File: config.mk
export PLATFORM = sky130hd
export DESIGN_NAME = moesi_coherence_ctrl
export DESIGN_NICKNAME = d
export VERILOG_FILES = /design/src/rtl/moesi_pkg.sv /design/src/rtl/moesi_snoop_next.sv /design/src/rtl/moesi_local_next.sv /design/src/rtl/moesi_line_store.sv /design/src/rtl/moesi_coherence_ctrl.sv
export SDC_FILE = /design/constraint.sdc
export NUM_CORES = 1
export LEC_CHECK = 0
export CORE_ASPECT_RATIO = 0.9
export CORE_MARGIN = 4
export CORE_UTILIZATION = 52
export CTS_CLUSTER_DIAMETER = 100
export DETAILED_ROUTE_END_ITERATION = 8
export GPL_ROUTABILITY_DRIVEN = 1
export PLACE_DENSITY = 0.72
export SETUP_SLACK_MARGIN = 0.1
export SLEW_MARGIN = 10
export SYNTH_ARGS = -nofsm -noshare
export SYNTH_HDL_FRONTEND = slang
export SYNTH_HIERARCHICAL = 1
export SYNTH_SLANG_ARGS = --single-unit
File: constraint.sdc
create_clock -name clk -period 4.49 [get_ports clk]
set_input_delay 0.898 -clock clk [delete_from_list [all_inputs] [get_ports clk]]
set_output_delay 0.898 -clock clk [all_outputs]
set_load 0.03 [all_outputs]
File: src/rtl/moesi_pkg.sv
package moesi_pkg;
  typedef struct packed {
    logic v;
    logic d;
    logic s;
  } line_st_t;

  localparam line_st_t ST_I = 3'b000;
  localparam line_st_t ST_E = 3'b100;
  localparam line_st_t ST_S = 3'b101;
  localparam line_st_t ST_M = 3'b110;
  localparam line_st_t ST_O = 3'b111;

  localparam logic [2:0] OP_LOAD  = 3'd0;
  localparam logic [2:0] OP_STORE = 3'd1;
  localparam logic [2:0] OP_LR    = 3'd2;
  localparam logic [2:0] OP_SC    = 3'd3;
  localparam logic [2:0] OP_EVICT = 3'd4;

  localparam logic SN_READ  = 1'b0;
  localparam logic SN_WRITE = 1'b1;

  localparam logic BC_READ = 1'b0;
  localparam logic BC_INV  = 1'b1;
endpackage

File: src/rtl/moesi_snoop_next.sv
module moesi_snoop_next
  import moesi_pkg::*;
(
  input  logic     act,
  input  logic     op,
  input  line_st_t cur,
  input  logic     cur_res,
  output line_st_t nxt,
  output logic     nxt_res,
  output logic     supply
);
  always_comb begin
    nxt     = cur;
    nxt_res = cur_res;
    supply  = 1'b0;
    if (act && cur.v) begin
      if (op == SN_WRITE) begin
        supply  = cur.d;
        nxt     = ST_I;
        nxt_res = 1'b0;
      end else begin
        supply = cur.d;
        nxt.s  = 1'b1;
      end
    end
  end
endmodule

File: src/rtl/moesi_local_next.sv
module moesi_local_next
  import moesi_pkg::*;
(
  input  logic       act,
  input  logic [2:0] op,
  input  logic       peer_has,
  input  line_st_t   cur,
  input  logic       cur_res,
  output line_st_t   nxt,
  output logic       nxt_res,
  output logic       bc,
  output logic       bc_kind,
  output logic       wb,
  output logic       sc_ok
);
  always_comb begin
    nxt     = cur;
    nxt_res = cur_res;
    bc      = 1'b0;
    bc_kind = BC_READ;
    wb      = 1'b0;
    sc_ok   = 1'b0;
    if (act) begin
      case (op)
        OP_LOAD, OP_LR: begin
          if (!cur.v) begin
            nxt     = peer_has ? ST_S : ST_E;
            bc      = 1'b1;
            bc_kind = BC_READ;
          end
          if (op == OP_LR) nxt_res = 1'b1;
        end
        OP_STORE: begin
          nxt = ST_M;
          if (!cur.v || cur.s) begin
            bc      = 1'b1;
            bc_kind = BC_INV;
          end
        end
        OP_SC: begin
          if (cur.v && cur_res) begin
            sc_ok   = 1'b1;
            nxt     = ST_M;
            nxt_res = 1'b0;
            if (cur.s) begin
              bc      = 1'b1;
              bc_kind = BC_INV;
            end
          end
        end
        OP_EVICT: begin
          wb      = cur.v && cur.d;
          nxt     = ST_I;
          nxt_res = 1'b0;
        end
        default: ;
      endcase
    end
  end
endmodule

File: src/rtl/moesi_line_store.sv
module moesi_line_store
  import moesi_pkg::*;
#(
  parameter int N_LINES = 16,
  localparam int IDX_W = $clog2(N_LINES)
) (
  input  logic             clk,
  input  logic             rst,
  input  logic [IDX_W-1:0] ra_idx,
  output line_st_t         ra_st,
  output logic             ra_res,
  input  logic [IDX_W-1:0] rb_idx,
  output line_st_t         rb_st,
  output logic             rb_res,
  input  logic             wa_en,
  input  logic [IDX_W-1:0] wa_idx,
  input  line_st_t         wa_st,
  input  logic             wa_res,
  input  logic             wb_en,
  input  logic [IDX_W-1:0] wb_idx,
  input  line_st_t         wb_st,
  input  logic             wb_res
);
  line_st_t st_q  [N_LINES];
  logic     res_q [N_LINES];

  for (genvar g = 0; g < N_LINES; g++) begin : g_line
    always_ff @(posedge clk) begin
      if (rst) begin
        st_q[g]  <= ST_I;
        res_q[g] <= 1'b0;
      end else if (wa_en && wa_idx == IDX_W'(g)) begin
        st_q[g]  <= wa_st;
        res_q[g] <= wa_res;
      end else if (wb_en && wb_idx == IDX_W'(g)) begin
        st_q[g]  <= wb_st;
        res_q[g] <= wb_res;
      end
    end

    // a reservation may only sit on a valid line
    assert_res_on_valid_R8: assert property (@(posedge clk) disable iff (rst)
      res_q[g] |-> st_q[g].v);
    // invalid lines keep their other bits clear
    assert_inv_clean_line_R9: assert property (@(posedge clk) disable iff (rst)
      !st_q[g].v |-> (st_q[g].d == 1'b0 && st_q[g].s == 1'b0));
  end

  assign ra_st  = st_q[ra_idx];
  assign ra_res = res_q[ra_idx];
  assign rb_st  = st_q[rb_idx];
  assign rb_res = res_q[rb_idx];
endmodule

File: src/rtl/moesi_coherence_ctrl.sv
module moesi_coherence_ctrl
  import moesi_pkg::*;
#(
  parameter int N_LINES = 16,
  localparam int IDX_W = $clog2(N_LINES)
) (
  input  logic             clk,
  input  logic             rst,
  input  logic             lq_valid,
  input  logic [2:0]       lq_op,
  input  logic [IDX_W-1:0] lq_idx,
  input  logic             lq_peer_has,
  input  logic             sn_valid,
  input  logic             sn_op,
  input  logic [IDX_W-1:0] sn_idx,
  output logic             rsp_valid,
  output logic [2:0]       rsp_state,
  output logic             rsp_sc_ok,
  output logic             bc_req,
  output logic             bc_kind,
  output logic [IDX_W-1:0] bc_idx,
  output logic             sup_req,
  output logic [IDX_W-1:0] sup_idx,
  output logic             wb_req,
  output logic [IDX_W-1:0] wb_idx
);
  line_st_t s_cur, s_nxt, b_cur, l_cur, l_nxt;
  logic     s_res, s_res_n, b_res, l_res, l_res_n;
  logic     s_sup, l_bc, l_bc_kind, l_wb, l_sc_ok;
  logic     collide;

  moesi_line_store #(.N_LINES(N_LINES)) i_store (
    .clk    (clk),
    .rst    (rst),
    .ra_idx (sn_idx),
    .ra_st  (s_cur),
    .ra_res (s_res),
    .rb_idx (lq_idx),
    .rb_st  (b_cur),
    .rb_res (b_res),
    .wa_en  (lq_valid),
    .wa_idx (lq_idx),
    .wa_st  (l_nxt),
    .wa_res (l_res_n),
    .wb_en  (sn_valid),
    .wb_idx (sn_idx),
    .wb_st  (s_nxt),
    .wb_res (s_res_n)
  );

  moesi_snoop_next i_snoop (
    .act     (sn_valid),
    .op      (sn_op),
    .cur     (s_cur),
    .cur_res (s_res),
    .nxt     (s_nxt),
    .nxt_res (s_res_n),
    .supply  (s_sup)
  );

  // remote event first: a local op on the same line sees the snooped result
  assign collide = sn_valid && lq_valid && (sn_idx == lq_idx);
  assign l_cur   = collide ? s_nxt   : b_cur;
  assign l_res   = collide ? s_res_n : b_res;

  moesi_local_next i_local (
    .act      (lq_valid),
    .op       (lq_op),
    .peer_has (lq_peer_has),
    .cur      (l_cur),
    .cur_res  (l_res),
    .nxt      (l_nxt),
    .nxt_res  (l_res_n),
    .bc       (l_bc),
    .bc_kind  (l_bc_kind),
    .wb       (l_wb),
    .sc_ok    (l_sc_ok)
  );

  always_ff @(posedge clk) begin
    if (rst) begin
      rsp_valid <= 1'b0;
      rsp_state <= '0;
      rsp_sc_ok <= 1'b0;
      bc_req    <= 1'b0;
      bc_kind   <= 1'b0;
      bc_idx    <= '0;
      sup_req   <= 1'b0;
      sup_idx   <= '0;
      wb_req    <= 1'b0;
      wb_idx    <= '0;
    end else begin
      rsp_valid <= lq_valid;
      rsp_state <= lq_valid ? l_nxt : 3'b000;
      rsp_sc_ok <= l_sc_ok;
      bc_req    <= l_bc;
      bc_kind   <= l_bc && l_bc_kind;
      bc_idx    <= l_bc ? lq_idx : '0;
      sup_req   <= s_sup;
      sup_idx   <= s_sup ? sn_idx : '0;
      wb_req    <= l_wb;
      wb_idx    <= l_wb ? lq_idx : '0;
    end
  end

  assert_wb_from_evict_R5: assert property (@(posedge clk) disable iff (rst)
    wb_req |-> $past(lq_valid && lq_op == OP_EVICT));
  assert_sup_from_snoop_R6: assert property (@(posedge clk) disable iff (rst)
    sup_req |-> $past(sn_valid));
  assert_bc_from_local_R4: assert property (@(posedge clk) disable iff (rst)
    bc_req |-> $past(lq_valid && lq_op != OP_EVICT));
  assert_sc_ok_from_sc_R8: assert property (@(posedge clk) disable iff (rst)
    rsp_sc_ok |-> $past(lq_valid && lq_op == OP_SC));
  assert_rsp_encoding_R9: assert property (@(posedge clk) disable iff (rst)
    (rsp_valid && !rsp_state[2]) |-> (rsp_state[1:0] == 2'b00));
  assert_rsp_one_cycle_R10: assert property (@(posedge clk) disable iff (rst)
    rsp_valid |-> $past(lq_valid));
endmodule

==> run_results.csv <==
group,metric,value,unit
die,start_util,53.4,%
clock_network,htree_levels,3,
setup_path,path_max_fanout,26,
clock_network,post-cts-setup-buffers,0,
worst_hold_path,min-delay-start,"lq_idx[2]",
synthesis,synth.area.top_cells,"edfxtp_1 37%, mux4_2 14%, dfxtp_1 8.2%",
clock_network,cts_buffer_depth,2,
synthesis,yosysWarnings,6,
clock_network,clockRootBuffer,"clkbuf_8",
setup_path,worstSetupStartpoint,"sn_idx[0]",
place,gp_congestion,0.960,
worst_hold_path,hp-class,"in -> reg",
die,num_rows,34,
global_routing,grt_max_degree,30,
status,status,"completed",
setup_path,slowest_delay,0.54,ns
final_layout,seqCellArea,0.00234,mm²
timing,whs,1.22,ns
die,ios,38,
detailed_routing,wl_per_cell,26.0,µm
detailed_routing,drt_pass1_iterations,5,
timing,finClkSkew,0.00806,ns
timing,rsz0062_at_grt,"no",
timing,setup_viol,0,
clock_network,cts.reportedPaths.clkPinSlew,0.09,ns
clock_network,postCtsResizedCells,0,
clock_network,cts_inserted_buffers,9,
setup_path,path_common_cell,"mux2i_1",
pwr,p_sw,0.521,mW
timing,worst_pin_slew,0.857,ns
global_routing,grt_pass1_wl,24.0,mm
synthesis,netlist_area,0.00515,mm²
die,chipHeight,102,µm
timing,tns,0,ns
clock_network,cts_hold_buf,0,
timing,fmax,0.249,GHz
global_routing,grt_pass1_vias,4129,
pwr,pwr-share-clk,30.1,%
detailed_routing,drc,0,
place,port_buffers,37,
setup_path,crit_required,4.73,ns
synthesis,synth.distinct_cells,57,
setup_path,timing.critical_path.buf_inv,3,
die,core,0.00966,mm²
final_layout,design_area,0.00589,mm²
synthesis,syn_avg_cell_area,12.1,µm²
run,maxCapViolations,0,
synthesis,synth.ff_latch_count,85,
final_layout,layout-drive-gt1-share,18.9,%
setup_path,path_delay_family,"multiplexers",
pwr,leakage,2.04,nW
timing,finalHoldViolCount,0,
synthesis,yosysTopAreaCell,"edfxtp_1",
timing,period_needed,4.01,ns
place,dpl.hpwl,11.2,mm
die,dieArea,0.0116,mm²
detailed_routing,num_vias,4223,
detailed_routing,drt-total-wl,15.5,mm
pwr,p_int,1.25,mW
final_layout,nNetsFinal,483,
final_layout,antennaDiodeCount,0,
clock_network,insertion_delay,0.37,ns
timing,slew_viol_final,0,
die,die_w,113,µm
pwr,power_frac_seq,50.6,%
setup_path,reg2reg_from,"i_store/st_q[3][2]",
setup_path,worstSetupEndpointType,"flop",
pwr,swShare,29.5,%
setup_path,crit_chain,"clkdlybuf4s50_1, buf_12, mux4_2, a22oi_1, nand3_1, nand2_1, mux2i_1, mux2_2, mux2i_1, nor4b_1, a21o_1, inv_1, nor2_1, a22o_1",
place,placed_cells,581,
global_routing,overflow,0,
final_layout,instances_no_fill,597,
setup_path,cp.depth,14,
global_routing,antenna_found_initial,0,
setup_path,r2r_cells,12,
pwr,combPwrFrac,19.3,%
final_layout,nFillCells,782,
synthesis,synth_top_flop_cell,"edfxtp_1",
final_layout,multiInputGateArea,0.00264,mm²
clock_network,cts_tree,"yes",
setup_path,crit_slowest_cell,"mux4_2",
place,placed_cell_area,0.00570,mm²
synthesis,synthesis.nets,444,
setup_path,critical_path_class,"in -> reg",
detailed_routing,routed_via_density,7.07,
pwr,ir_drop,189,µV
timing,slew_headroom,42.9,%
synthesis,synth-async-reset-ratio,0,%
detailed_routing,ant_nets,0,
synthesis,synth_common_cells,"64 x edfxtp_1, 32 x a22o_1, 32 x mux4_2, 26 x o2bb2ai_1, 25 x nand2_1",
final_layout,synthToLayoutAreaGrowth,14.3,%
setup_path,crit_end,"i_store/st_q[8][0]",
setup_path,critPathLaunchType,"input pin",
timing,fin_crit_sh,89.4,%
synthesis,yosysTopAreaCellShare,37.3,%
setup_path,cp_data_arrival_time,4.25,ns
detailed_routing,dr.first_iter.drc_count,502,
clock_network,clock-sinks,85,
synthesis,ys_seq_area_share,45.5,%
setup_path,reg2reg_to,"i_store/st_q[8][0]",
synthesis,synth_edf_count,64,
pwr,p_per_area,300,mW/mm²
setup_path,r2r_slack,1.35,ns
synthesis,syn-instance-count,427,
global_routing,track_usage,27.5,%
synthesis,synth_most_common_cell,"edfxtp_1",
[stage by stage]
stage          utilization (%)  total power, mW  worst slack, ns
3_5_place_dp              59.0             1.24            0.165
3_3_place_gp              59.0             1.23            0.209
6_report                  61.0             1.77            0.478
5_1_grt                   61.0             1.82            0.255
2_1_floorplan                -             1.11            0.638
4_1_cts                   61.0             1.76            0.545
[cell usage in the layout (no fill, tap or decap), types with 9 or more instances in the layout]
| cell | synthesis | final |
|---|---|---|
| a21oi_1 | 10 | 10 |
| a22o_1 | 32 | 32 |
| and2_1 | 23 | 23 |
| buf_4 | 2 | 17 |
| clkbuf_8 | 0 | 9 |
| clkdlybuf4s50_1 | 0 | 36 |
| dfxtp_1 | 21 | 21 |
| edfxtp_1 | 64 | 64 |
| mux4_2 | 32 | 32 |
| nand2_1 | 25 | 25 |
| nand3_1 | 21 | 21 |
| nor2_1 | 15 | 15 |
| nor2b_1 | 15 | 15 |
| o21ai_0 | 10 | 10 |
| o221ai_1 | 16 | 16 |
| o2bb2ai_1 | 26 | 26 |
[area by class of cell]
class | count | share of cell area (%)
Multi-Input combinational cell | 308 | 44.9
Sequential cell | 85 | 39.8
Timing Repair Buffer | 56 | 9.05
Tap cell | 126 | 2.68
Clock buffer | 10 | 2.53
Clock inverter | 6 | 0.701
Inverter | 6 | 0.382
[worst min-delay path by stage]
stage / end / slack, ns / cells past startpoint
floorplan: rsp_sc_ok / 0.97 / 1
global placement: sup_req / 1.20 / 5
detailed placement: sup_req / 1.24 / 5
CTS: wb_idx[2] / 1.20 / 2
global route: wb_idx[2] / 1.22 / 2
finish: wb_idx[2] / 1.22 / 2
[state kept, by name (all words and copies together), names as in the netlist, 3 cells and up]
register / count
i_store/st_q: 48
i_store/res_q: 16
bc_idx: 4
sup_idx: 4
wb_idx: 4
rsp_state: 3
[layer usage]
metal,up-vias,part of all wire (%),wire length (µm),track usage (%)
met3,50,11,1720,8.29
li1,1814,-,-,-
met4,0,3.2,493,10.5
met5,-,0,0,0
met2,277,47,7240,44.4
met1,2082,39,6040,35.4
[power groups by stage]
stage	registers (mW)	logic [mW]	clock network, mW
floorplan	0.911	0.200	0
global placement	0.909	0.325	0
detailed placement	0.912	0.330	0
CTS	0.894	0.331	0.539
global route	0.897	0.359	0.568
finish	0.894	0.340	0.532
[logic make-up after synthesis]
kind of cell | synth area share [%]
buf+inv | 3.25
mux | 15.3
flops | 45.5
xor+xnor | 0.680
compound gates | 19.7
simple gates | 15.7
Note: power is estimated with default switching activity, not from simulation.
